$ cat src/rtl/addr_pkg.sv
package addr_pkg;
  localparam int ADDR_W   = 7;
  localparam int REG_W    = 16;
  localparam int LOCK_BIT = 2;
  localparam int OPT_BIT  = 0;
  localparam int PMB_LSB  = 0;
  localparam int I2C_LSB  = 8;
  localparam int N_LANE   = 2;
  localparam int LANE_PMB = 0;
  localparam int LANE_I2C = 1;

  typedef logic [ADDR_W-1:0] addr_t;

  typedef enum logic [1:0] {
    SEL_BASE = 2'd0,
    SEL_LOCK = 2'd1,
    SEL_OPT  = 2'd2
  } reg_sel_e;

  localparam addr_t ADDR_MAX = '1;

  function automatic logic is_reserved(input addr_t a);
    return ((a >= addr_t'(7'h01)) && (a <= addr_t'(7'h07))) ||
           (a == addr_t'(7'h0A)) || (a == addr_t'(7'h0C));
  endfunction
endpackage

$ cat src/rtl/addr_cfg_regs.sv
module addr_cfg_regs
  import addr_pkg::*;
#(
  parameter addr_t DEF_I2C = 7'h10,
  parameter addr_t DEF_PMB = 7'h40
) (
  input  logic             clk,
  input  logic             rst,
  input  logic             test_pin,
  input  logic             wr_en,
  input  logic [1:0]       wr_sel,
  input  logic [REG_W-1:0] wr_data,
  output addr_t            i2c_base_q,
  output addr_t            pmb_base_q,
  output logic             lock_q,
  output logic             opt_q,
  output logic             test_q
);
  always_ff @(posedge clk) begin
    if (rst) begin
      test_q     <= test_pin;
      i2c_base_q <= test_pin ? '0 : DEF_I2C;
      pmb_base_q <= test_pin ? '0 : DEF_PMB;
      opt_q      <= ~test_pin;
      lock_q     <= 1'b1;
    end else if (wr_en) begin
      case (reg_sel_e'(wr_sel))
        SEL_BASE: if (!lock_q) begin
          i2c_base_q <= wr_data[I2C_LSB +: ADDR_W];
          pmb_base_q <= wr_data[PMB_LSB +: ADDR_W];
        end
        SEL_LOCK: lock_q <= wr_data[LOCK_BIT];
        SEL_OPT:  opt_q  <= wr_data[OPT_BIT];
        default: ;
      endcase
    end
  end
endmodule

$ cat src/rtl/strap_offset_latch.sv
module strap_offset_latch #(
  parameter int ADC_W      = 10,
  parameter int OFF_W      = 4,
  parameter int WIN_CYCLES = 50000
) (
  input  logic             clk,
  input  logic             rst,
  input  logic [ADC_W-1:0] adc_code,
  output logic [OFF_W-1:0] offset_q,
  output logic             ready_q
);
  localparam int NSTEP = 2 ** OFF_W;
  localparam int STEP  = 2 ** (ADC_W - OFF_W);
  localparam int HALF  = STEP / 2;
  localparam int CW    = $clog2(WIN_CYCLES + 1);

  logic [NSTEP-1:1] hit;
  logic [OFF_W-1:0] mapped;
  logic [CW-1:0]    cnt;

  for (genvar k = 1; k < NSTEP; k++) begin : g_thr
    localparam logic [ADC_W:0] THR = (ADC_W+1)'(k * STEP - HALF);
    assign hit[k] = ({1'b0, adc_code} >= THR);
  end

  always_comb begin
    mapped = '0;
    for (int k = 1; k < NSTEP; k++) mapped = mapped + OFF_W'(hit[k]);
  end

  always_ff @(posedge clk) begin
    if (rst) begin
      cnt      <= '0;
      ready_q  <= 1'b0;
      offset_q <= '0;
    end else if (!ready_q) begin
      if (cnt == CW'(WIN_CYCLES - 1)) begin
        ready_q  <= 1'b1;
        offset_q <= mapped;
      end else begin
        cnt <= cnt + 1'b1;
      end
    end
  end
endmodule

$ cat src/rtl/addr_lane.sv
module addr_lane
  import addr_pkg::*;
#(
  parameter int    OFF_W      = 4,
  parameter addr_t FORCE_ADDR = 7'h0A
) (
  input  addr_t            base,
  input  logic [OFF_W-1:0] offset,
  input  logic             opt_en,
  input  logic             force_en,
  output addr_t            eff,
  output logic             en,
  output logic             bad,
  output logic             clamp
);
  logic [ADDR_W:0] sum;

  always_comb begin
    sum   = {1'b0, base} + (ADDR_W+1)'(opt_en ? offset : '0);
    eff   = '0;
    en    = 1'b0;
    bad   = 1'b0;
    clamp = 1'b0;
    if (force_en) begin
      eff = FORCE_ADDR;
      en  = 1'b1;
    end else if (base != '0) begin
      en    = 1'b1;
      clamp = sum[ADDR_W];
      eff   = clamp ? ADDR_MAX : sum[ADDR_W-1:0];
      bad   = is_reserved(eff);
    end
  end
endmodule

$ cat src/rtl/bus_addr_resolver.sv
module bus_addr_resolver
  import addr_pkg::*;
#(
  parameter int    ADC_W      = 10,
  parameter int    OFF_W      = 4,
  parameter int    WIN_CYCLES = 50000,
  parameter addr_t DEF_I2C    = 7'h10,
  parameter addr_t DEF_PMB    = 7'h40,
  parameter addr_t TEST_ADDR  = 7'h0A
) (
  input  logic             clk,
  input  logic             rst,
  input  logic             test_pin,
  input  logic [ADC_W-1:0] adc_code,
  input  logic             wr_en,
  input  logic [1:0]       wr_sel,
  input  logic [15:0]      wr_data,
  output logic [6:0]       i2c_addr_o,
  output logic [6:0]       pmb_addr_o,
  output logic             i2c_en_o,
  output logic             pmb_en_o,
  output logic             i2c_bad_o,
  output logic             pmb_bad_o,
  output logic             clamp_err_o,
  output logic             ready_o,
  output logic [3:0]       offset_o
);
  addr_t            i2c_base_q, pmb_base_q;
  logic             lock_q, opt_q, test_q;
  logic [OFF_W-1:0] ofs_q;
  logic             ready_q;

  addr_t base_v [N_LANE];
  addr_t eff_v  [N_LANE];
  logic [N_LANE-1:0] en_v, bad_v, clamp_v;

  addr_cfg_regs #(.DEF_I2C(DEF_I2C), .DEF_PMB(DEF_PMB)) u_regs (
    .clk(clk), .rst(rst), .test_pin(test_pin),
    .wr_en(wr_en), .wr_sel(wr_sel), .wr_data(wr_data),
    .i2c_base_q(i2c_base_q), .pmb_base_q(pmb_base_q),
    .lock_q(lock_q), .opt_q(opt_q), .test_q(test_q)
  );

  strap_offset_latch #(.ADC_W(ADC_W), .OFF_W(OFF_W), .WIN_CYCLES(WIN_CYCLES)) u_strap (
    .clk(clk), .rst(rst), .adc_code(adc_code),
    .offset_q(ofs_q), .ready_q(ready_q)
  );

  assign base_v[LANE_PMB] = pmb_base_q;
  assign base_v[LANE_I2C] = i2c_base_q;

  for (genvar g = 0; g < N_LANE; g++) begin : g_lane
    addr_lane #(.OFF_W(OFF_W), .FORCE_ADDR(TEST_ADDR)) u_lane (
      .base(base_v[g]), .offset(ofs_q), .opt_en(opt_q),
      .force_en((g == LANE_I2C) && test_q),
      .eff(eff_v[g]), .en(en_v[g]), .bad(bad_v[g]), .clamp(clamp_v[g])
    );
  end

  always_ff @(posedge clk) begin
    if (rst) begin
      i2c_addr_o  <= '0;
      pmb_addr_o  <= '0;
      i2c_en_o    <= 1'b0;
      pmb_en_o    <= 1'b0;
      i2c_bad_o   <= 1'b0;
      pmb_bad_o   <= 1'b0;
      clamp_err_o <= 1'b0;
      ready_o     <= 1'b0;
      offset_o    <= '0;
    end else begin
      ready_o  <= ready_q;
      offset_o <= 4'(ofs_q);
      if (ready_q) begin
        i2c_addr_o  <= eff_v[LANE_I2C];
        pmb_addr_o  <= eff_v[LANE_PMB];
        i2c_en_o    <= en_v[LANE_I2C];
        pmb_en_o    <= en_v[LANE_PMB];
        i2c_bad_o   <= bad_v[LANE_I2C];
        pmb_bad_o   <= bad_v[LANE_PMB];
        clamp_err_o <= clamp_err_o | (|clamp_v);
      end
    end
  end
endmodule

$ cat config.mk
export PLATFORM = sky130hd
export DESIGN_NAME = bus_addr_resolver
export DESIGN_NICKNAME = d
export VERILOG_FILES = /design/src/rtl/addr_pkg.sv /design/src/rtl/addr_cfg_regs.sv /design/src/rtl/strap_offset_latch.sv /design/src/rtl/addr_lane.sv /design/src/rtl/bus_addr_resolver.sv
export SDC_FILE = /design/constraint.sdc
export NUM_CORES = 1
export LEC_CHECK = 0
export ABC_AREA = 1
export BUFFER_PORTS_ARGS = -buffer_cell sky130_fd_sc_hd__clkbuf_2
export CAP_MARGIN = 40
export CORE_MARGIN = 10
export CORE_UTILIZATION = 40
export CTS_CLUSTER_SIZE = 20
export DETAILED_ROUTE_END_ITERATION = 10
export PLACE_DENSITY = 0.67
export SYNTH_ARGS = -nofsm -noshare
export SYNTH_HDL_FRONTEND = slang
export SYNTH_SLANG_ARGS = --single-unit
$ cat constraint.sdc
create_clock -name clk -period 6.2 [get_ports clk]
set_input_delay 1.86 -clock clk [delete_from_list [all_inputs] [get_ports clk]]
set_output_delay 1.86 -clock clk [all_outputs]
set_load 0.05 [all_outputs]
==> Word-level counts from Yosys, hierarchy flattened <==
Cells that the tools add are included.
{ "classes": {"n_lt_le_gt_ge": 19, "add_sub_neg": 17, "bitwise_logic": 4, "n_mux": 30, "n_reduce_logical": 18, "eq_ne": 8} }
{ "ops": {"columns": ["cell", "count"], "rows": [
  ["7-bit 2-to-1 mux", 14],
  ["10-bit >= comparator, second input constant", 7],
  ["4-bit by 1-bit adder with 4-bit output", 13],
  ["10-bit by 9-bit >= comparator with 1-bit output, second input constant", 4],
  ["7-bit by 4-bit == test with 1-bit output, second input constant", 4],
  ["10-bit by 8-bit >= comparator with 1-bit output, second input constant", 2],
  ["16-bit by 1-bit adder with 16-bit output, second input constant", 1],
  ["7-bit by 8-bit adder with 8-bit output", 2],
  ["16-bit == test, second input constant", 1],
  ["7-bit by 1-bit >= comparator with 1-bit output, second input constant", 2],
  ["7-bit by 3-bit <= comparator with 1-bit output, second input constant", 2],
  ["1-bit 2-to-1 mux", 14],
  ["7-bit nonzero test", 2],
  ["10-bit by 6-bit >= comparator with 1-bit output, second input constant", 1],
  ["10-bit by 7-bit >= comparator with 1-bit output, second input constant", 1],
  ["2-bit AND reduction", 4],
  ["2-bit nonzero test", 3],
  ["5-bit 2-to-1 mux", 1],
  ["1-bit logical OR", 4],
  ["4-bit 2-to-1 mux", 1],
  ["1-bit inverter", 3],
  ["3-bit AND reduction", 1],
  ["1-bit by 1-bit adder with 2-bit output", 1],
  ["2-bit by 1-bit == test with 1-bit output, second input constant", 1],
  ["6 further kinds", 7]
]} }
{ "totals": {"wordCells": 113, "input_bits": 32, "output_inout_bits": 24, "ff_bits": 62} }

==> Longest topological paths before layout <==
Gate-level depths: netlist (run 1).
{ "depth": {"ltp_word": 15, "mapped_depth": 17, "depth_no_buf": 17} }

==> By module <==
A second synthesis (run 1) with hierarchy kept.
{ "unflattened": {"hier_cells": 628, "hier_area_um2": 4250.3} }
{ "modules_own_cells": {"columns": ["mod", "area_each_um2", "cells_per_inst", "n_inst", "seq_area_each_um2"], "rows": [
  ["strap_offset_latch", 1586.5, 237, 1, 420.4],
  ["addr_lane", 525.5, 97, 2, 0.0],
  ["bus_addr_resolver", 939.7, 137, 1, 480.5],
  ["addr_cfg_regs", 673.1, 60, 1, 500.5]
]} }

==> Least setup slack after synthesis (run 1) <==
No wires, ideal clock.
{ "synth_path": {"kind": "in2reg", "startpoint": "in adc_code[5]", "endpoint": "reg u_strap.offset_q[2]", "setup_ns": 0.121, "path_stages": 16, "required_ns": 6.079, "path_buffers": 0, "slack_ns": 0.511, "arrival_time_ns": 5.568, "cell_sequence": "nand2_1 > inv_1 > nor2_1 > nand2_1 > ha_1 > fa_1 > fa_1 > fa_1 > inv_1 > fa_1 > inv_1 > ha_1 > fa_1 > xor2_1 > o21ai_0 > a21oi_1"} }
{ "synth_via": {"elab_chain_cells": 15, "elab_cells_between_ends": 29, "classes_between": "14 x add/sub; 15 x order compare"} }
{ "synth_lines": {"columns": ["element", "line_no", "rtl"], "rows": [
  ["from (decl)", "bus_addr_resolver.sv:14", "input logic [ADC_W-1:0] adc_code,"],
  ["10-bit by 6-bit >= comparator with 1-bit output / 10-bit by 7-bit >= comparator with 1-bit output (equally long branches)", "strap_offset_latch.sv:23", "assign hit[k] = ({1'b0, adc_code} >= THR);"],
  ["1-bit by 1-bit adder with 2-bit output", "strap_offset_latch.sv:28", "for (int k = 1; k < NSTEP; k++) mapped = mapped + OFF_W'(hit[k]);"],
  ["4-bit by 1-bit adder with 4-bit output (12 in series)", "strap_offset_latch.sv:28", null],
  ["4-bit by 1-bit adder with 4-bit output (*)", "strap_offset_latch.sv:28", null],
  ["to (signal assigned)", "strap_offset_latch.sv:39", "offset_q <= mapped;"],
  ["to (decl)", "strap_offset_latch.sv:9", "output logic [OFF_W-1:0] offset_q,"]
]} }
Every way passes the cells marked *; elsewhere a longest branch is shown, timed or not.
A chain may end at the register's enable or synchronous reset.

==> Worst setup path in the final report (run 1) <==
{ "layout_path": {"startpoint": "in adc_code[6]", "endpoint": "reg u_strap.offset_q[2]"} }
The elaborated chain is that of the path after synthesis.

==> metrics.md, run 1 <==
| Metric | Value |
|---|---|
| Synth top area share | 24.3% |
| Starting density of the core | 41.1% |
| Htree depth | 3 |
| Port Buffers | 48 |
| Final min period | 5.68 ns |
| Max-slew headroom | 57.8% |
| Clock Sinks | 62 |
| Worst Path Arrival | 5.90 ns |
| Footprint of the multi-input gates | between 2000 and 2500 sq um |
| Fin. max-slew vios | 0 |
| Largest net degree at the start of global routing | 52 |
| Sequential share of power | 45.1% |
| Hold EP | offset_o[0] |
| Gr ovfl total | 0 |
| Synth area leader | dfxtp_1 |
| Syn Std Cell Area | 3790 sq um |
| CTS tree | built |
| Worst-path clk slew | 0.06 ns |
| Worst VDD drop | roughly 0.087 mV |
| Cell mode on critical path | fa_1 |
| Critical path startpoint category | input port |
| Sequential cell area | ~1400 sq um |
| Hold path depth | 2 |
| Worst Setup End Kind | register |
| Area delta synth->final | 15.0% |
| Final nets | 625 |
| First-pass GRT wire length | 14900 um |
| Hold Path Class | reg2reg |
| Dpl cell area | 4150 sq um |
| Status | completed |
| CTS buffer count | 9 |
| End of the worst register-to-register path | u_strap.cnt[3] |
| Power Total | approximately 0.00096 W |
| Crit Path Max Fanout | 5 |
| Crit-path leading delay family | adder cells |
| Psw | between 0.0002 and 0.0003 W |
| Most frequent cells in the layout | 116 x nand2_1, 75 x inv_1, 57 x nor2_1, 48 x clkbuf_2, 46 x dfxtp_1 |
| Share of cells above drive strength 1 | 16.6% |
| Most common cell after layout, fill and taps aside | nand2_1 |
| Inserted Diodes | 0 |
| DRT iter0 DRCs | 150 |
| Placer Congestion | around 0.9 |
| FMAX | 176 MHz |
| Largest stage delay, worst path | 0.54 ns |
| Critical Path Start | adc_code[6] |
| Wire length per cell | 12.3 um |
| Synth warnings | 0 |
| Core Rows | 35 |
| PwrDens | 221 nW/um^2 |
| Synthesized instance count | 519 |
| Worst R2R Start | u_strap.ready_q |
| LEAKAGE | 1.98 nW |
| CP bufs+invs | 4 |
| Skew final | 0.00993 ns |
| Post-synthesis sequential area ratio | 36.9% |
| Total negative setup slack | 0 ns |
| R2r worst-path depth | 7 |
| Reg2reg setup slack | 4.10 ns |
| Final antenna-violating net count | 0 |
| Final Hold Viols | 0 |
| Hold buffers post-CTS | 0 |
| Synthesized flop and latch total | 62 |
| # DRC | 0 |
| Final core occ | 47.2% |
| CTS Root Cell | clkbuf_8 |
| Via count | roughly 3400 |
| Setup CP Type | in2reg |
| Vias per Instance | slightly below 5 |
| Final period util | between 90% and 100% |
| Post-synth EDFFs | 16 |
| Hold Path Origin | u_strap.offset_q[0] |
| Switching Share | 27.5% |
| Initial antenna violation count | 0 |
| Setup violators final | 0 |
| Horiz. Die Dim | 117 um |
| Post-Syn Nets | 577 |
| HPWL after detailed placement | 6850 um |
| Crit-path cells | clkbuf_2 > nand2_1 > inv_1 > nor2_1 > nand2_1 > ha_1 > fa_1 > fa_1 > fa_1 > inv_1 > fa_1 > inv_1 > ha_1 > fa_1 > xor2_1 > o21ai_0 > a21oi_1 |
| Async S/R FF share, synth | 0% |
| Area of the die | 13800 sq um |
| Design Area, Final | around 4400 sq um |
| Max-Cap Viols | 0 |
| Clock insertion delay at the later pin of the skew report | 0.34 ns |
| Synth top area cells | dfxtp_1 24%, edfxtp_1 13%, nand2_1 11% |
| Int Pwr | 0.000699 W |
| Part of the power in combinational logic | 17.0% |
| Main synth FF type | dfxtp_1 |
| Netlist cell types | 35 |
| Core area | just over 9000 sq um |
| Maximum clock insertion buffer count | 2 |
| GRT Util Overall | between 10% and 20% |
| Critical-path top delay cell | fa_1 |
| # resized after CTS | 0 |
| Vias in the first global route | 3419 |
| Chip height | 117 um |
| Routed WL | 8600 um |
| I/O pins | 56 |
| Measured slew at the worst slew-check pin | 0.632 ns |
| Synth Area per Inst | 7.31 sq um |
| Setup Fix Bufs, Post-CTS | 0 |
| Fillers | 948 |
| Drt pass-1 iters | 5 |
| Worst Path Required | about 6.4 ns |
| Unrepaired setup endpoints after global routing | no |
| Clock share of power | 37.9% |
[stage by stage]
stage | setup WS (ns) | instances | hold slack, ns
floorplan | 0.511 | 519 | 0.425
detailed placement | 0.147 | 685 | 0.454
global route | 0.337 | 701 | 0.476
finish | 0.521 | 701 | 0.464
global placement | 0.223 | 685 | 0.453
CTS | 0.507 | 701 | 0.465
[how the worst max path moves through the flow]
| stage | to | slack (ns) | cells after the start |
|---|---|---|---|
| 4_1_cts | u_strap.offset_q[2] | 0.51 | 17 |
| 2_1_floorplan | u_strap.offset_q[2] | 0.51 | 16 |
| 3_3_place_gp | u_strap.offset_q[2] | 0.22 | 17 |
| 5_1_grt | u_strap.offset_q[2] | 0.34 | 17 |
| 6_report | u_strap.offset_q[2] | 0.52 | 17 |
| 3_5_place_dp | u_strap.offset_q[2] | 0.15 | 17 |
[power by group through the flow]
stage / logic, W / clock network [W] / registers, W
global placement: 0.000156 / 0 / 0.000444
detailed placement: 0.000169 / 0 / 0.000444
floorplan: 0.000126 / 0 / 0.000441
finish: 0.000164 / 0.000365 / 0.000435
CTS: 0.000169 / 0.000377 / 0.000435
global route: 0.000196 / 0.000396 / 0.000436
[sequential cells by signal (all words and copies together), names as in the netlist, 4 cells and up]
register / count
u_strap.cnt: 16
i2c_addr_o: 7
pmb_addr_o: 7
u_regs.i2c_base_q: 7
u_regs.pmb_base_q: 7
offset_o: 4
u_strap.offset_q: 4
[worst min-delay path, delay by kind of cell (launching register included)]
| kind | cells | cell delay (ns) |
|---|---|---|
| buffers and inverters | 1 | 0.07 |
| AND/OR/NAND/NOR | 1 | 0.04 |
| flip-flops | 1 | 0.31 |
[kinds of logic (layout without fill, tap and decap cells)]
family | Yosys count | count (layout) | synth area share (%)
xor gates and xnor gates | 11 | 11 | 2.54
DFF | 62 | 62 | 36.9
buffers and inverters | 96 | 149 | 9.99
adders and majority gates | 26 | 26 | 10.7
AOI/OAI and AO/OA | 71 | 71 | 9.96
and+or+nand+nor | 253 | 253 | 29.8
[cell type report]
| type | count | area share, % |
|---|---|---|
| clock buffers | 13 | 4.39 |
| clock inverters | 3 | 0.487 |
| inverters | 83 | 7.14 |
| multi-input cells | 361 | 46.3 |
| flip-flops and latches | 62 | 32.1 |
| well taps | 129 | 3.70 |
| repair buffers | 50 | 5.85 |
[routing by layer]
layer,global-route usage (%),share of wire [%]
met1,13.6,44
met2,22.6,50
met3,3.88,4.3
met4,5.63,2.3
met5,0,0
[Yosys cell counts (2+ instances only)]
master and number:
clkbuf_1 7, ha_1 15, inv_1 75, edfxtp_1 16, buf_2 3, a31oi_1 2, nand3_2 2, a21oi_2 3
or2_1 2, o21ai_1 3, nand4_1 13, nand2_1 116, nor3_1 8, nor2_2 2, fa_1 11, dfxtp_1 46
xor2_1 11, a21oi_1 37, nor3_2 2, o21ai_0 23, nor2_1 57, nand3_1 36, nor2_4 3, inv_2 7
buf_4 2, nand2_2 8
Note: power is estimated with default switching activity, not from simulation.
==> run 2, diff against run 1 <==
--- a/config.mk
+++ b/config.mk
@@ -5,14 +5,13 @@
 export SDC_FILE = /design/constraint.sdc
 export NUM_CORES = 1
 export LEC_CHECK = 0
-export ABC_AREA = 1
 export BUFFER_PORTS_ARGS = -buffer_cell sky130_fd_sc_hd__clkbuf_2
 export CAP_MARGIN = 40
 export CORE_MARGIN = 10
 export CORE_UTILIZATION = 40
 export CTS_CLUSTER_SIZE = 20
 export DETAILED_ROUTE_END_ITERATION = 10
-export PLACE_DENSITY = 0.67
+export PLACE_DENSITY = 0.68
 export SYNTH_ARGS = -nofsm -noshare
 export SYNTH_HDL_FRONTEND = slang
 export SYNTH_SLANG_ARGS = --single-unit
==> metrics.md, run 2 <==
| Metric | Value |
|---|---|
| Wire length per cell | ~14 um |
| Worst Setup End Kind | register |
| Synthesized instance count | approximately 370 |
| Max-Cap Viols | 0 |
| Max-slew headroom | 53.9% |
| Worst Path Arrival | between 5 and 6 ns |
| Post-synth EDFFs | 16 |
| Crit-path cells | clkbuf_2 > nor3_1 > nand2_1 > ha_1 > fa_1 > fa_1 > fa_1 > inv_1 > fa_1 > inv_1 > ha_1 > fa_1 > xnor2_1 > nor2_1 > a21oi_1 > nor2_1 |
| Commonest cells in the netlist | 48 x nor2_1, 46 x dfxtp_1, 33 x a21oi_1 |
| # resized after CTS | 0 |
| Port Buffers | 48 |
| Non-filler cells, final | 530 |
| Htree depth | 3 |
| Crit Path Max Fanout | 7 |
| Critical path startpoint category | input port |
| PwrDens | 246 nW/um^2 |
| Hold_ws | about 0.46 ns |
| Async S/R FF share, synth | 0% |
| Hold buffers post-CTS | 0 |
| Post-synthesis sequential area ratio | 41.2% |
| Final period util | 91.3% |
| Gr ovfl total | 0 |
| Hold Path Class | reg2reg |
| Critical-path top delay cell | fa_1 |
| Adder-cell area share of the yosys netlist | 12.0% |
| Clock Sinks | 62 |
| Clock insertion delay at the later pin of the skew report | 0.34 ns |
| Post-synthesis mux area share | around 1.5% |
| Horiz. Die Dim | between 100 and 150 um |
| Synth warnings | 0 |
| Worst-path clk slew | 0.07 ns |
| Fin. max-slew vios | 0 |
| Inserted Diodes | 0 |
| Skew final | approximately 0.009 ns |
| CP bufs+invs | 3 |
| Worst Path Required | 6.41 ns |
| Synth area leader | dfxtp_1 |
| Largest net degree at the start of global routing | 43 |
| Area of the die | 12600 sq um |
| LEAKAGE | about 1.7 nW |
| Via count | 2711 |
| CTS tree | built |
| Largest register FFs | 16 |
| # DRC | 0 |
| Area delta synth->final | 16.1% |
| CTS buffer count | 9 |
| Most flop-heavy register | u_strap.cnt |
| Vias per Instance | between 5 and 6 |
| Post-Syn Nets | 431 |
| HPWL after detailed placement | roughly 5700 um |
| Final min period | 5.66 ns |
| Main combinational cell family by area after synthesis | simple AND/OR/NAND/NOR gates |
| FMAX | around 180 MHz |
| Drt pass-1 iters | 4 |
| Initial antenna violation count | 0 |
| Setup Fix Bufs, Post-CTS | 0 |
| Main synth FF type | dfxtp_1 |
| Compound-Gate Fraction of Synth Area | 15.3% |
| Share of cells above drive strength 1 | between 10% and 20% |
| Syn Std Cell Area | 3400 sq um |
| Routed WL | approximately 7300 um |
| Fillers | roughly 820 |
| Starting density of the core | 41.2% |
| Final Hold Viols | 0 |
| Cell mode on critical path | fa_1 |
| Final antenna-violating net count | 0 |
| Vias in the first global route | about 2800 |
| Synthesized flop and latch total | between 60 and 70 |
| CTS Root Cell | clkbuf_8 |
| Core area | 8260 sq um |
| Synth top area share | 27.0% |
| Setup CP Type | in2reg |
| Chip height | 112 um |
| Unrepaired setup endpoints after global routing | no |
| Simple-gate portion of the synthesized area | 21.3% |
| Synth top area cells | dfxtp_1 27%, edfxtp_1 14%, fa_1 6.5% |
| Status | completed |
| Post-Synth XOR/XNOR Area | 4.89% |
| Synth Area per Inst | slightly above 9 sq um |
| Measured slew at the worst slew-check pin | 0.690 ns |
| GRT Util Overall | around an eighth |
| Placer Congestion | 0.830 |
| Maximum clock insertion buffer count | 2 |
| Final nets | ~480 |
| Core Rows | 33 |
| First-pass GRT wire length | roughly 12000 um |
| Largest stage delay, worst path | 0.54 ns |
| I/O pins | between 50 and 60 |
| Worst VDD drop | roughly 0.13 mV |
| Most frequent cells in the layout | 48 x nor2_1, 48 x clkbuf_2, 46 x dfxtp_1, 33 x a21oi_1, 30 x nand2_1 |
| Netlist cell types | 44 |
| Total negative setup slack | 0 ns |
| Crit-path leading delay family | adder cells |
| Setup violators final | 0 |
| Placed cell count | just over 500 |
| Count leader, synth | nor2_1 |
| DRT iter0 DRCs | between 100 and 150 |
==> run 2: cell types whose count changed after synthesis, moves of 8 or more <==
cell,change
a21o_1,+8
inv_1,-54
nand2_1,-86
nand2_2,-8
nand3_1,-30
nor2_1,-9
nor2b_1,+20
o21ai_0,-11
==> run 2: final cells by class <==
type / count / area (sq um) / area share (%)
Clock buffer: 13 / 201 / 5.10
Clock inverter: 3 / 20.0 / 0.507
Inverter: 21 / 78.8 / 1.99
Multi-Input combinational cell: 277 / 1870 / 47.3
Sequential cell: 62 / 1400 / 35.5
Tap cell: 105 / 131 / 3.32
Timing Repair Buffer: 49 / 248 / 6.27
==> run 2: worst min-delay path: cells and delay by family, from the launching register on <==
family | cells | cell delay, ns
and+or+nand+nor | 1 | 0.06
DFF | 1 | 0.31
AOI/OAI and AO/OA | 1 | 0.05
==> run 2: final timing paths <==
check                      from                  end  slack, ns  cells past startpoint
setup / recovery    adc_code[6]  u_strap.offset_q[2]       0.54                     16
hold / removal    pmb_addr_o[3]        pmb_addr_o[3]       0.46                      2
hold reg to reg   pmb_addr_o[3]        pmb_addr_o[3]       0.46                      2
setup reg to reg   u_regs.opt_q            pmb_bad_o       3.67                     10
==> run 2: metal layers <==
metal / global-route usage (%) / part of all wire, %
met4: 5.50 / 2.3
met2: 21.3 / 51
met5: 0 / 0
met3: 3.46 / 3.8
met1: 12.5 / 43
==> run 2: report_power, final <==
| part | total (W) | internal, W | switching, W |
|---|---|---|---|
| clock network | 0.000379 | 0.000216 | 0.000163 |
| logic | 0.000157 | 0.0000717 | 0.0000850 |
| registers | 0.000435 | 0.000425 | 0.00000925 |
| total | 0.000971 | 0.000713 | 0.000258 |
==> run 2: per-stage QoR <==
step                utilization (%)  instance area (sq um)  power (W)  worst slack, ns
global placement               45.2                   3730   0.000599            0.243
detailed placement             45.2                   3730   0.000604            0.171
CTS                            47.8                   3950   0.000982            0.525
finish                         47.8                   3950   0.000971            0.538
global route                   47.8                   3950    0.00103            0.338
floorplan                         -                   3400   0.000566            0.365
==> run 2: cells by family (layout without fill, tap and decap cells) <==
| logic type | after synthesis | in the layout |
|---|---|---|
| simple gates | 146 | 146 |
| fa+ha+maj | 26 | 26 |
| buf+inv | 34 | 86 |
| flops | 62 | 62 |
| mux | 5 | 5 |
| xor+xnor | 19 | 19 |
| compound gates | 81 | 81 |
==> run 3, diff against run 2 <==
--- a/config.mk
+++ b/config.mk
@@ -8,10 +8,11 @@
 export BUFFER_PORTS_ARGS = -buffer_cell sky130_fd_sc_hd__clkbuf_2
 export CAP_MARGIN = 40
 export CORE_MARGIN = 10
-export CORE_UTILIZATION = 40
+export CORE_UTILIZATION = 55
 export CTS_CLUSTER_SIZE = 20
 export DETAILED_ROUTE_END_ITERATION = 10
-export PLACE_DENSITY = 0.68
+export GPL_ROUTABILITY_DRIVEN = 0
+export PLACE_DENSITY = 0.86
 export SYNTH_ARGS = -nofsm -noshare
 export SYNTH_HDL_FRONTEND = slang
 export SYNTH_SLANG_ARGS = --single-unit
==> metrics.md, run 3 (synthesis gave the netlist of run 2 again) <==
| Metric | Value |
|---|---|
| Area of the die | 9740 sq um |
| LEAKAGE | about 1.7 nW |
| Hold EP | pmb_addr_o[4] |
| Total negative setup slack | 0 ns |
| Worst-path clk slew | 0.07 ns |
| Clock Sinks | 62 |
| Core Rows | 28 |
| Share of cells above drive strength 1 | 16.5% |
| Skew final | 0.00868 ns |
| Final nets | approximately 480 |
| Sequential share of power | around 45% |
| Largest stage delay, worst path | 0.55 ns |
| Maximum clock insertion buffer count | 2 |
| Worst R2R Start | u_regs.opt_q |
| # DRC | 0 |
| Hold Path Origin | pmb_addr_o[4] |
| Setup CP Type | in2reg |
| Largest net degree at the start of global routing | 35 |
| CTS buffer count | 9 |
| Core area | 5960 sq um |
| Routed WL | 7190 um |
| DRT iter0 DRCs | 136 |
| Most frequent cells in the layout | 48 x nor2_1, 48 x clkbuf_2, 46 x dfxtp_1, 33 x a21oi_1, 30 x nand2_1 |
| Setup violators final | 0 |
| CTS tree | built |
| Max-Cap Viols | 0 |
| Hold path depth | 2 |
| R2r worst-path depth | 10 |
| Reg2reg setup slack | 3.65 ns |
| CTS Root Cell | clkbuf_8 |
| Cell mode on critical path | fa_1 |
| FMAX | 176 MHz |
| Largest register FFs | 16 |
| Unrepaired setup endpoints after global routing | no |
| Final period util | 91.7% |
| Worst Setup End Kind | register |
| Gr ovfl total | 0 |
| I/O pins | 56 |
| Psw | approximately 0.00026 W |
| Most flop-heavy register | u_strap.cnt |
| Max-slew headroom | 49.0% |
| Switching Share | a little over a quarter |
| Worst Path Arrival | 5.90 ns |
| Fin. max-slew vios | 0 |
| Htree depth | 3 |
| Clock share of power | about two fifths |
| Horiz. Die Dim | just under 100 um |
| Part of the power in combinational logic | between 10% and 20% |
| Placed cell count | 484 |
| Worst VDD drop | 0.166 mV |
| GRT Util Overall | between 10% and 20% |
| Setup Fix Bufs, Post-CTS | 0 |
| Final Hold Viols | 0 |
| Status | completed |
| Inserted Diodes | 0 |
| Hold buffers post-CTS | 0 |
| Critical-path top delay cell | fa_1 |
| Measured slew at the worst slew-check pin | 0.764 ns |
| Int Pwr | 0.000709 W |
| Crit-path cells | clkbuf_2 > nor3_1 > nand2_1 > ha_1 > fa_1 > fa_1 > fa_1 > inv_1 > fa_1 > inv_1 > ha_1 > fa_1 > xnor2_1 > nor2_1 > a21oi_1 > nor2_1 |
| Drt pass-1 iters | 4 |
| Starting density of the core | 57.2% |
| Vias in the first global route | 2776 |
| Non-filler cells, final | 500 |
| Initial antenna violation count | 0 |
| Fillers | about 480 |
| Hold Path Class | reg2reg |
| Crit-path leading delay family | adder cells |
| CP bufs+invs | 3 |
| Final antenna-violating net count | 0 |
| Clock insertion delay at the later pin of the skew report | around 0.35 ns |
| Chip height | 98.7 um |
| Port Buffers | 48 |
| # resized after CTS | 0 |
| HPWL after detailed placement | 5390 um |
| Area delta synth->final | 14.7% |
| PwrDens | roughly 250 nW/um^2 |
| Vias per Instance | 5.45 |
| Critical path startpoint category | input port |
| Worst Path Required | 6.41 ns |
| Final min period | 5.69 ns |
| End of the worst register-to-register path | pmb_bad_o |
| Crit Path Max Fanout | 7 |
| Via count | 2723 |
| First-pass GRT wire length | 12300 um |
| Wire length per cell | 14.4 um |
run 3: cell types whose count changed in the layout (fill, tap and decap cells not counted), sizes merged:
| cell | delta |
|---|---|
| inv | +2 |
| clkbuf | -3 |
| bufinv | +1 |
run 3: how the worst max path moves through the flow:
stage,slack (ns),cells past startpoint,to,start
after floorplan,0.37,16,u_strap.offset_q[2],adc_code[9]
after global placement,0.26,16,u_strap.offset_q[2],adc_code[9]
after detailed placement,0.15,16,u_strap.offset_q[2],adc_code[9]
after CTS,0.51,16,u_strap.offset_q[2],adc_code[9]
after global routing,0.23,16,u_strap.offset_q[2],adc_code[9]
final,0.51,16,u_strap.offset_q[2],adc_code[6]
run 3: power groups by stage:
stage	logic, W	registers (W)	clock network, W
finish	0.000158	0.000435	0.000379
global route	0.000188	0.000436	0.000397
CTS	0.000162	0.000434	0.000381
detailed placement	0.000162	0.000444	0
global placement	0.000153	0.000443	0
floorplan	0.000125	0.000441	0
run 3: layer usage:
layer / routed length (um) / global-route usage (%) / vias up
met5: 0 / 0 / -
met4: 139 / 6.39 / 0
met3: 354 / 4.19 / 14
met2: 3610 / 26.5 / 55
met1: 3090 / 16.7 / 1268
li1: - / - / 1386
run 3: worst register-to-register path: cells and delay by family, from the launching register on:
kind	cells	cell delay (ns)
AND/OR/NAND/NOR	3	0.62
adder cells (fa/ha/maj)	2	0.60
multiplexers	1	0.31
buffers and inverters	1	0.07
flip-flops	1	0.39
AO/OA/AOI/OAI	3	0.50
run 3: area by class of cell:
type | count | area, sq um | share of cell area [%]
multi-input combinational | 277 | 1870 | 47.9
sequential | 62 | 1400 | 35.9
timing repair buffer | 49 | 248 | 6.34
clock buffer | 10 | 149 | 3.81
tap | 75 | 93.8 | 2.40
inverter | 21 | 78.8 | 2.02
clock inverter | 6 | 65.1 | 1.67
run 3: stage by stage:
| step | hold WS [ns] | instance area, sq um | total power [W] | util [%] | setup WS [ns] |
|---|---|---|---|---|---|
| final | 0.465 | 3910 | 0.000972 | 65.6 | 0.512 |
| after global routing | 0.489 | 3910 | 0.00102 | 65.6 | 0.233 |
| after CTS | 0.468 | 3910 | 0.000978 | 65.6 | 0.509 |
| after detailed placement | 0.456 | 3690 | 0.000606 | 62.0 | 0.152 |
| after global placement | 0.451 | 3690 | 0.000596 | 62.0 | 0.260 |
| after floorplan | 0.452 | 3400 | 0.000566 | - | 0.365 |
